File: config.mk
export PLATFORM = sky130hd
export DESIGN_NAME = pad_ctl_reg
export DESIGN_NICKNAME = d
export VERILOG_FILES = /design/src/rtl/pad_ctl_pkg.sv /design/src/rtl/pad_ctl_fields.sv /design/src/rtl/pad_wake_det.sv /design/src/rtl/pad_ctl_reg.sv
export SDC_FILE = /design/constraint.sdc
export NUM_CORES = 1
export LEC_CHECK = 0
export ABC_AREA = 1
export ABC_CLOCK_PERIOD_IN_PS = 800
export BUFFER_PORTS_ARGS = -buffer_cell sky130_fd_sc_hd__buf_2
export CAP_MARGIN = 5
export CORE_UTILIZATION = 34
export DETAILED_ROUTE_END_ITERATION = 6
export PLACE_DENSITY_LB_ADDON = 0.25
export SLEW_MARGIN = 20
export SYNTH_ARGS = -nofsm -noshare
export SYNTH_HDL_FRONTEND = slang
export SYNTH_SLANG_ARGS = --single-unit
File: constraint.sdc
create_clock -name clk -period 0.8 [get_ports clk]
set_input_delay 0.24 -clock clk [delete_from_list [all_inputs] [get_ports clk]]
set_output_delay 0.24 -clock clk [all_outputs]
set_load 0.01 [all_outputs]
File: src/rtl/pad_ctl_pkg.sv
package pad_ctl_pkg;
  localparam int REG_W        = 32;
  localparam int MUX_UPD_BIT  = 31;
  localparam int PAD_UPD_BIT  = 30;
  localparam int WAKE_UPD_BIT = 22;
  localparam int MUX_LSB  = 27;
  localparam int MUX_W    = 3;
  localparam int IOC_LSB  = 25;
  localparam int IOC_W    = 2;
  localparam int LPM_LSB  = 23;
  localparam int LPM_W    = 2;
  localparam int WAKE_LSB = 19;
  localparam int WAKE_W   = 3;
  localparam int PULL_LSB = 5;
  localparam int PULL_W   = 2;
  localparam int DRV_LSB  = 0;
  localparam int DRV_W    = 3;

  typedef enum logic [WAKE_W-1:0] {
    WK_OFF      = 3'b000,
    WK_RESAMPLE = 3'b001,
    WK_LOW      = 3'b100,
    WK_FALL     = 3'b101,
    WK_RISE     = 3'b110,
    WK_HIGH     = 3'b111
  } wake_mode_e;

  typedef struct packed {
    logic [MUX_W-1:0]  mux;
    logic [IOC_W-1:0]  ioc;
    logic [LPM_W-1:0]  lpm;
    logic [WAKE_W-1:0] wake;
    logic [PULL_W-1:0] pull;
    logic [DRV_W-1:0]  drv;
  } pad_fields_t;

  // A wakeup code is stored only if it is off or one of the detecting modes.
  function automatic logic wake_code_storable(input logic [WAKE_W-1:0] c);
    return (c == WK_OFF) || c[WAKE_W-1];
  endfunction

  // Detection condition for a mode, from the current and previous synchronized levels.
  function automatic logic wake_condition(input logic [WAKE_W-1:0] m,
                                          input logic cur, input logic prev);
    case (m)
      WK_LOW:  return ~cur;
      WK_HIGH: return cur;
      WK_FALL: return prev & ~cur;
      WK_RISE: return ~prev & cur;
      default: return 1'b0;
    endcase
  endfunction

  function automatic logic [REG_W-1:0] pack_readback(input pad_fields_t f);
    logic [REG_W-1:0] r;
    r = '0;
    r[MUX_LSB  +: MUX_W]  = f.mux;
    r[IOC_LSB  +: IOC_W]  = f.ioc;
    r[LPM_LSB  +: LPM_W]  = f.lpm;
    r[WAKE_LSB +: WAKE_W] = f.wake;
    r[PULL_LSB +: PULL_W] = f.pull;
    r[DRV_LSB  +: DRV_W]  = f.drv;
    return r;
  endfunction
endpackage

File: src/rtl/pad_ctl_fields.sv
module pad_ctl_fields
  import pad_ctl_pkg::*;
(
  input  logic             clk,
  input  logic             rst_n,
  input  logic             wr_en,
  input  logic [REG_W-1:0] wr_data,
  output pad_fields_t      fields,
  output logic             resample_clr
);
  logic        mux_we, pad_we, wake_qual, wake_we;
  logic [WAKE_W-1:0] wake_code;

  assign mux_we       = wr_en & wr_data[MUX_UPD_BIT];
  assign pad_we       = wr_en & wr_data[PAD_UPD_BIT];
  assign wake_qual    = wr_en & wr_data[WAKE_UPD_BIT];
  assign wake_code    = wr_data[WAKE_LSB +: WAKE_W];
  assign wake_we      = wake_qual & wake_code_storable(wake_code);
  assign resample_clr = wake_qual & (wake_code == WK_RESAMPLE);

  always_ff @(posedge clk or negedge rst_n) begin
    if (!rst_n) begin
      fields <= '0;
    end else begin
      if (mux_we) begin
        fields.mux <= wr_data[MUX_LSB +: MUX_W];
        fields.ioc <= wr_data[IOC_LSB +: IOC_W];
        fields.lpm <= wr_data[LPM_LSB +: LPM_W];
      end
      if (pad_we) begin
        fields.pull <= wr_data[PULL_LSB +: PULL_W];
        fields.drv  <= wr_data[DRV_LSB +: DRV_W];
      end
      if (wake_we) fields.wake <= wake_code;
    end
  end
endmodule

File: src/rtl/pad_wake_det.sv
module pad_wake_det
  import pad_ctl_pkg::*;
#(
  parameter int SYNC_STAGES = 2
)(
  input  logic              clk,
  input  logic              rst_n,
  input  logic              pad_in,
  input  logic [WAKE_W-1:0] mode,
  input  logic              clr,
  output logic              hit,
  output logic              flag,
  output logic              irq
);
  logic [SYNC_STAGES-1:0] chain;
  logic                   prev_q;
  logic                   cur;

  assign cur = chain[SYNC_STAGES-1];

  always_ff @(posedge clk or negedge rst_n) begin
    if (!rst_n) begin
      chain  <= '0;
      prev_q <= 1'b0;
    end else begin
      chain[0] <= pad_in;
      for (int i = 1; i < SYNC_STAGES; i++) chain[i] <= chain[i-1];
      prev_q <= cur;
    end
  end

  assign hit = wake_condition(mode, cur, prev_q);

  // Detection wins over a same-cycle clear so no event is lost.
  always_ff @(posedge clk or negedge rst_n) begin
    if (!rst_n) begin
      flag <= 1'b0;
      irq  <= 1'b0;
    end else begin
      irq <= hit & ~flag;
      if (hit)      flag <= 1'b1;
      else if (clr) flag <= 1'b0;
    end
  end
endmodule

File: src/rtl/pad_ctl_reg.sv
module pad_ctl_reg
  import pad_ctl_pkg::*;
#(
  parameter int SYNC_STAGES = 2
)(
  input  logic        clk,
  input  logic        rst_n,
  input  logic        wr_en,
  input  logic [31:0] wr_data,
  output logic [31:0] rd_data,
  input  logic        pad_in,
  output logic [2:0]  mux_sel,
  output logic [1:0]  io_cfg,
  output logic [1:0]  lp_cfg,
  output logic [1:0]  pull_sel,
  output logic [2:0]  drive_sel,
  output logic        wake_flag,
  output logic        wake_irq
);
  pad_fields_t fields;
  logic        resample_clr;
  logic        wake_hit;

  pad_ctl_fields u_fields (
    .clk          (clk),
    .rst_n        (rst_n),
    .wr_en        (wr_en),
    .wr_data      (wr_data),
    .fields       (fields),
    .resample_clr (resample_clr)
  );

  pad_wake_det #(.SYNC_STAGES(SYNC_STAGES)) u_wake (
    .clk    (clk),
    .rst_n  (rst_n),
    .pad_in (pad_in),
    .mode   (fields.wake),
    .clr    (resample_clr),
    .hit    (wake_hit),
    .flag   (wake_flag),
    .irq    (wake_irq)
  );

  assign rd_data   = pack_readback(fields);
  assign mux_sel   = fields.mux;
  assign io_cfg    = fields.ioc;
  assign lp_cfg    = fields.lpm;
  assign pull_sel  = fields.pull;
  assign drive_sel = fields.drv;
endmodule

---- Yosys cells after proc, flatten, opt, wreduce, memory -nomap -nowiden ----
Index checks and enable logic that the tools add are counted.
W data, S select, Z words.
storage, ports and cells
  register bits after elaboration ......... 20
  input port bits ......................... 36
  logic and storage cells ................. 32
operators by class
  equality and inequality tests ........... 5
  multiplexer cells ....................... 3
  bitwise gates (word level) .............. 11
  reduce and logical (&&, ||, !) cells .... 3
operators with widths
  cell                  number
  $eq A3 B3 Y1 const B  4
  $and A1 B1 Y1         8
  $pmux W1 S4           1
  $eq A3 B1 Y1 const B  1
  $logic_not A3 Y1      1
  $not A1 Y1            3
  $mux W1               2
  $reduce_bool A2 Y1    1
  $logic_or A1 B1 Y1    1

---- Logic depth before layout (Yosys ltp) ----
Gate-level depths: netlist (run 1).
  depth in word-level cells ............... 4
  gate-level depth with buffers ........... 6

---- Hierarchy ----
From an unflattened synthesis (run 1), not the netlist that was laid out.
unflattened totals
  cell total of the unflattened synthesis .. 125
  area total of the unflattened synthesis .. 1034.7 um2
by module, submodules not included
  module          times used  cells each  area an instance (um2)  sequential area each (um2)
  pad_ctl_fields  1           74          623.1                   375.4
  pad_ctl_reg     1           30          221.5                   0.0
  pad_wake_det    1           21          190.2                   125.1

---- Least setup slack after synthesis (run 1) ----
Ideal clock, no wire load.
  kind .................................... reg2reg
  start ................................... reg u_fields.fields[5] (netlist name)
  end ..................................... reg u_wake.flag
  setup time .............................. 0.117 ns
  arrival ................................. 0.708 ns
  required time ........................... 0.683 ns
  slack ................................... -0.025 ns
  stages on the path, launching flop included .. 7
  path buffers ............................ 0
  period minus slack after synthesis ...... 0.825 ns
  cell sequence ........................... dfrtp_1 inv_1 nand2_1 nand2_1 nand2_1 nand2_1 nand2_1
on the way
  word-level cells in the longest chain between the ends .. 3
ends and longest elaborated chain
  what                                           line                text
  $eq A3 B3 Y1                                   pad_ctl_pkg.sv:45   case (m)
  $pmux W1 S4 (*)                                pad_ctl_pkg.sv:45
  $mux W1 or $reduce_bool A2 Y1 (tied branches)  --
  to (signal assigned)                           pad_wake_det.sv:37  flag <= 1'b0;
  to (signal assigned)                           pad_wake_det.sv:41  if (hit) flag <= 1'b1;
  to (signal assigned)                           pad_wake_det.sv:42  else if (clr) flag <= 1'b0;
  to (decl)                                      pad_wake_det.sv:12  output logic flag,
Every way passes the cells marked *; elsewhere a longest branch is shown, timed or not.
A chain may end at the register's enable or synchronous reset.

---- Worst setup path after layout (run 1) ----
  start ................................... reg u_fields.fields[14] (netlist name)
  end ..................................... out rd_data[29]
RTL lines
  what       line               text
  to (decl)  pad_ctl_reg.sv:10  output logic [31:0] rd_data,
No word-level cell between the ends.

==> results of run 1 <==
[flip-flops by register name (all words and copies together), names as in the netlist]
signal	count
u_fields.fields	15
u_wake.chain	2
u_wake.flag	1
u_wake.irq	1
u_wake.prev_q	1
[worst min path at each step]
| stage | start | end | slack, ps |
|---|---|---|---|
| 5_1_grt | pad_in | u_wake.chain[0]$_DFF_PN0_ | 20 |
| 4_1_cts | pad_in | u_wake.chain[0]$_DFF_PN0_ | 40 |
| 3_5_place_dp | rst_n | u_wake.irq$_DFF_PN0_ | 180 |
| 3_3_place_gp | rst_n | u_wake.irq$_DFF_PN0_ | 180 |
| 6_report | pad_in | u_wake.chain[0]$_DFF_PN0_ | 50 |
| 2_1_floorplan | rst_n | u_fields.fields[0]$_DFFE_PN0P_ | -60 |
[synth_stat cells]
library cell,count,area [um2]
conb_1,1,3.75
dfrtp_1,20,500
nand3_1,12,60.1
o21ai_0,1,5.00
inv_1,4,15.0
inv_2,1,3.75
nor2_1,4,15.0
nand3b_1,1,7.51
buf_4,29,218
nand2_1,47,176
buf_2,2,10.0
[kinds of logic after synthesis]
kind of cell | Yosys count | share of synthesized area
simple gates | 64 | 0.255
buf+inv | 36 | 0.243
flops | 20 | 0.493
compound gates | 1 | 0.00493
other cells | 1 | 0.00370
[per-stage QoR]
stage	util	area, um2	worst slack (ps)
global placement	0.426	1190	-71.3
finish	0.480	1330	-296
CTS	0.457	1270	-315
global route	0.480	1330	-358
floorplan	-	1070	-17.7
detailed placement	0.426	1190	-77.4
[timing repair]
action	CTS	global route
hold endpoints to repair	20	0
hold buffers	1	0
pin swaps	0	5
gates cloned	0	0
setup endpoints to repair	31	32
buffers inserted	6	7
resized for setup	2	9
[layer usage]
metal,vias to the layer above,track usage,share of wire
met2,37,0.237,0.51
met1,392,0.155,0.41
met5,-,0,0
li1,445,-,-
met4,0,0.0732,0.013
met3,2,0.0438,0.068
[final cells by class]
class | instances | area (um2)
tap | 31 | 38.8
timing repair buffer | 68 | 408
clock buffer | 3 | 22.5
sequential | 20 | 500
inverter | 5 | 18.8
multi-input combinational | 82 | 345
fill | 279 | 1450
[power by group through the flow]
stage                     logic, uW  registers [uW]  clock network (uW)
after global routing            857            1220                 546
after detailed placement        596            1240                   0
after CTS                       692            1210                 483
after global placement          591            1230                   0
after floorplan                 394            1290                   0
final                           766            1210                 455
==> flow_metrics.tcl, run 1 <==
set metrics [dict create \
    numCtsBuffers 3 \
    synthesis.area_um2 1010 \
    antenna_found_initial 0 \
    die_w_um 56.6 \
    wl_per_cell_um 9.77 \
    dpl.cell_count 193 \
    final_cell_mix "buf_2, nand2_1, dfrtp_1" \
    violations "setup timing" \
    root_buffer "clkbuf_4" \
    avgViaCountPerCell 4.19 \
    syn_inst 122 \
    fin_skew_ps 1.00 \
    critical_path_required_ps 560 \
    period_needed_ps 1100 \
    htree_levels 1 \
    io_buffers 50 \
    tns_ps -8340 \
    grt_max_degree 21 \
    cap_violations 0 \
    vias 876 \
    status "complete, but fails checks" \
    setup.worst_path.class "flop to output pin" \
    whs_path_depth 1 \
    intPower_uw 1680 \
    fin_worst_hold_slack_ps 50.6 \
    io-pin-count 82 \
    n_antenna_cell 0 \
    synthDistinctLibCells 11 \
    clkSinkCount 20 \
    yosysWarningCount 0 \
    switching_share 0.310 \
    worst-path-max-fanout 3 \
    dieHeight_um 56.6 \
    end_kind "output pin" \
    seq_area_frac_synth 0.493 \
    drive_gt1_frac 0.449 \
    cts_tree "yes" \
    power_frac_seq 0.497 \
    hold_path.class "input pin to flop" \
    finalCritPeriodShare 1.37 \
    drc 0 \
    grt_pass1_vias 832 \
    clockBufferDepth 2 \
    start_util 0.365 \
    arrival_ps 860 \
    endpoint "rd_data[29]" \
    pwr-share-clk 0.187 \
    switching_power_uw 752 \
    critPathBufInv 1 \
    rows 19 \
    power.total_uw 2430 \
    area_delta_synth_final_pct 31.4 \
    crit_chain "buf_2" \
    power_per_cell_area_nw_per_um2 1820 \
    overflow 0 \
    core_area_um2 2780 \
    r2r_end "u_wake.flag$_DFFE_PN0P_" \
    grt_usage 0.140 \
    worstSetupStartpoint "u_fields.fields[14]$_DFFE_PN0P_" \
    ir_drop_mv 1.01 \
    gp_congestion 0.798 \
    first_iter_violations 15 \
    ant_nets 0 \
    synth.avg_cell_area_um2 8.32 \
    cp_slowest_stage_delay_ps 410 \
    reg2regPathDepth 7 \
    die_area_um2 3210 \
    setup_viol 32 \
    slowest_stage "dfrtp_1" \
    layout_commonest_cell "buf_2" \
    routed_wl_um 2040 \
    stdcell_count 209 \
    p_leak_uw 0.000815 \
    synth_seq_cells 20 \
    grt_pass1_wl_um 3380 \
    rsz0062_at_grt "yes" \
    crit_family "flip-flops" \
    max_freq_ghz 0.912 \
    power_frac_comb 0.316 \
    crit_cells 1 \
    nNetsFinal 216 \
    crit_path_start_kind "flop" \
    clk_latency_ps 290 \
    hold_viol 0 \
    hpwl_um 1530 \
    reg2reg_from "u_fields.fields[5]$_DFFE_PN0P_" \
    first_pass_iters 4 \
    timing.final.ws_setup_ps -296 \
    drv_slew 0 \
    r2r_slack_ps -130 \
    path_clk_slew_ps 110 \
]
Power figures use the tool's default switching activity.
==> inputs of run 2 (changes only) <==
- ABC_CLOCK_PERIOD_IN_PS: 800 -> 930
- BUFFER_PORTS_ARGS: -buffer_cell sky130_fd_sc_hd__buf_2 -> unset
- CORE_UTILIZATION: 34 -> 35
- DONT_BUFFER_PORTS: unset -> 1
- clock period: 0.8 -> 0.93 ns (I/O delays scaled with it)
==> run 2 against run 1 <==
The run ends with hold timing, setup timing left. Core utilization fell by 13 points. Setup slack improved by 130 ps. Combinational power is 69% lower. Hold slack worse by 380 ps. Largest cell class unchanged.
==> flow_metrics.tcl, run 2 (same netlist as run 1, synthesis figures left out) <==
set metrics [dict create \
    power_per_cell_area_nw_per_um2 1830 \
    drv_slew 0 \
    nNetsFinal 153 \
    core_area_um2 2760 \
    crit_chain "buf_6" \
    finalCritPeriodShare 1.18 \
    die_area_um2 3120 \
    violations "hold timing, setup timing" \
    r2r_slack_ps -20 \
    final.fill_count 295 \
    clk_latency_ps 280 \
    drc 0 \
    grt_max_degree 21 \
    max_freq_ghz 0.913 \
    status "complete, but fails checks" \
    final_cell_mix "nand2_1, conb_1, nand3_1, dfrtp_2, dfrtp_1" \
    setup_viol 31 \
    cap_violations 0 \
    hold_viol 20 \
    dpl.cell_count 140 \
    avgViaCountPerCell 4.39 \
    antenna_found_initial 0 \
    fin_skew_ps 0.521 \
    io_buffers 0 \
    area_delta_synth_final_pct -4.32 \
    ir_drop_mv 0.872 \
    crit_path_start_kind "flop" \
    root_buffer "clkbuf_4" \
    cts_hold_buf 1 \
    dieHeight_um 55.8 \
    grt_usage 0.111 \
    io-pin-count 82 \
    clkSinkCount 20 \
    routed_wl_um 1590 \
    critPathBufInv 1 \
    p_leak_uw 0.000526 \
    layout_commonest_cell "nand2_1" \
    grt_pass1_wl_um 2640 \
    ant_nets 0 \
    slowest_stage "dfrtp_1" \
    path_clk_slew_ps 100 \
    rsz0062_at_grt "yes" \
    n_antenna_cell 0 \
    stdcell_count 146 \
    grt_pass1_vias 615 \
    crit_family "flip-flops" \
    multi_input_area_um2 328 \
    clockBufferDepth 2 \
    arrival_ps 820 \
    start_util 0.368 \
    cts_tree "yes" \
    largest_reg_flops 15 \
    wl_per_cell_um 10.9 \
    vias 641 \
    end_kind "output pin" \
    gp_congestion 0.820 \
    cp_slowest_stage_delay_ps 410 \
    hold_path.class "input pin to asynchronous set/reset pin" \
    drive_gt1_frac 0.174 \
    worst-path-max-fanout 2 \
    period_needed_ps 1090 \
    first_iter_violations 22 \
    htree_levels 1 \
    hpwl_um 1230 \
    top_register "u_fields.fields" \
    overflow 0 \
    timing.final.ws_setup_ps -165 \
    numCtsBuffers 3 \
    setup.worst_path.class "flop to output pin" \
    rows 19 \
    reg.largest.list "u_fields.fields (15), u_wake.chain (2)" \
    critical_path_required_ps 650 \
    fin_worst_hold_slack_ps -330 \
    seq_area_um2 515 \
    first_pass_iters 4 \
    die_w_um 55.8 \
]
==> run 2: changes by cell type in the layout (fill, tap and decap cells not counted), sizes merged <==
cell  change
buf      -63
==> run 2: worst register-to-register path, delay by kind of cell (launching register included) <==
family                 cells  cell delay [ps]
flip-flops                 1              410
AND/OR/NAND/NOR            5              340
buffers and inverters      1              150
==> run 2: path summary, 6_finish.rpt <==
check                                            endpoint                      startpoint  cells past startpoint
setup / recovery                              rd_data[20]  u_fields.fields[6]$_DFFE_PN0P_                      1
hold / removal             u_fields.fields[0]$_DFFE_PN0P_                           rst_n                      0
setup reg to reg                     u_wake.irq$_DFF_PN0_  u_fields.fields[6]$_DFFE_PN0P_                      6
hold reg to reg                 u_wake.chain[1]$_DFF_PN0_       u_wake.chain[0]$_DFF_PN0_                      0
max in group asynchronous  u_fields.fields[2]$_DFFE_PN0P_                           rst_n                      0
min in group clk           u_fields.fields[9]$_DFFE_PN0P_                           wr_en                      2
==> run 2: through the flow <==
stage	util	TNS (ps)	setup WS, ps	cell area [um2]	total power [uW]
after floorplan	-	0	98.7	1070	1440
after global placement	0.327	0	96.5	901	1350
after detailed placement	0.327	0	92.1	901	1360
after CTS	0.352	-3490	-177	971	1800
after global routing	0.352	-4520	-217	971	1890
final	0.352	-3070	-165	971	1770
==> run 2: power by group <==
group | internal (uW) | switching, uW | total (uW)
sequential | 984 | 166 | 1150
clock | 150 | 232 | 383
combinational | 107 | 132 | 239
total | 1240 | 531 | 1770
==> run 2: routing by layer <==
metal  vias up  track usage  wire length, um
met1       289        0.120              701
met3         2       0.0535              129
met2        34        0.182              735
li1        316            -                -
met4         0       0.0557               27
met5         -            0                0
==> run 2: repair_timing <==
action / in CTS / in global routing
buffers inserted: 2 / 0
setup endpoints to repair: 29 / 31
endpoints found under the hold margin: 21 / 20
gates resized for setup: 14 / 0
==> run 2: cell type report <==
cell class / count / area share
clock buffer: 3 / 0.0232
inverter: 5 / 0.0193
multi-input combinational: 82 / 0.338
timing repair buffer: 5 / 0.0490
tap: 31 / 0.0399
sequential: 20 / 0.531
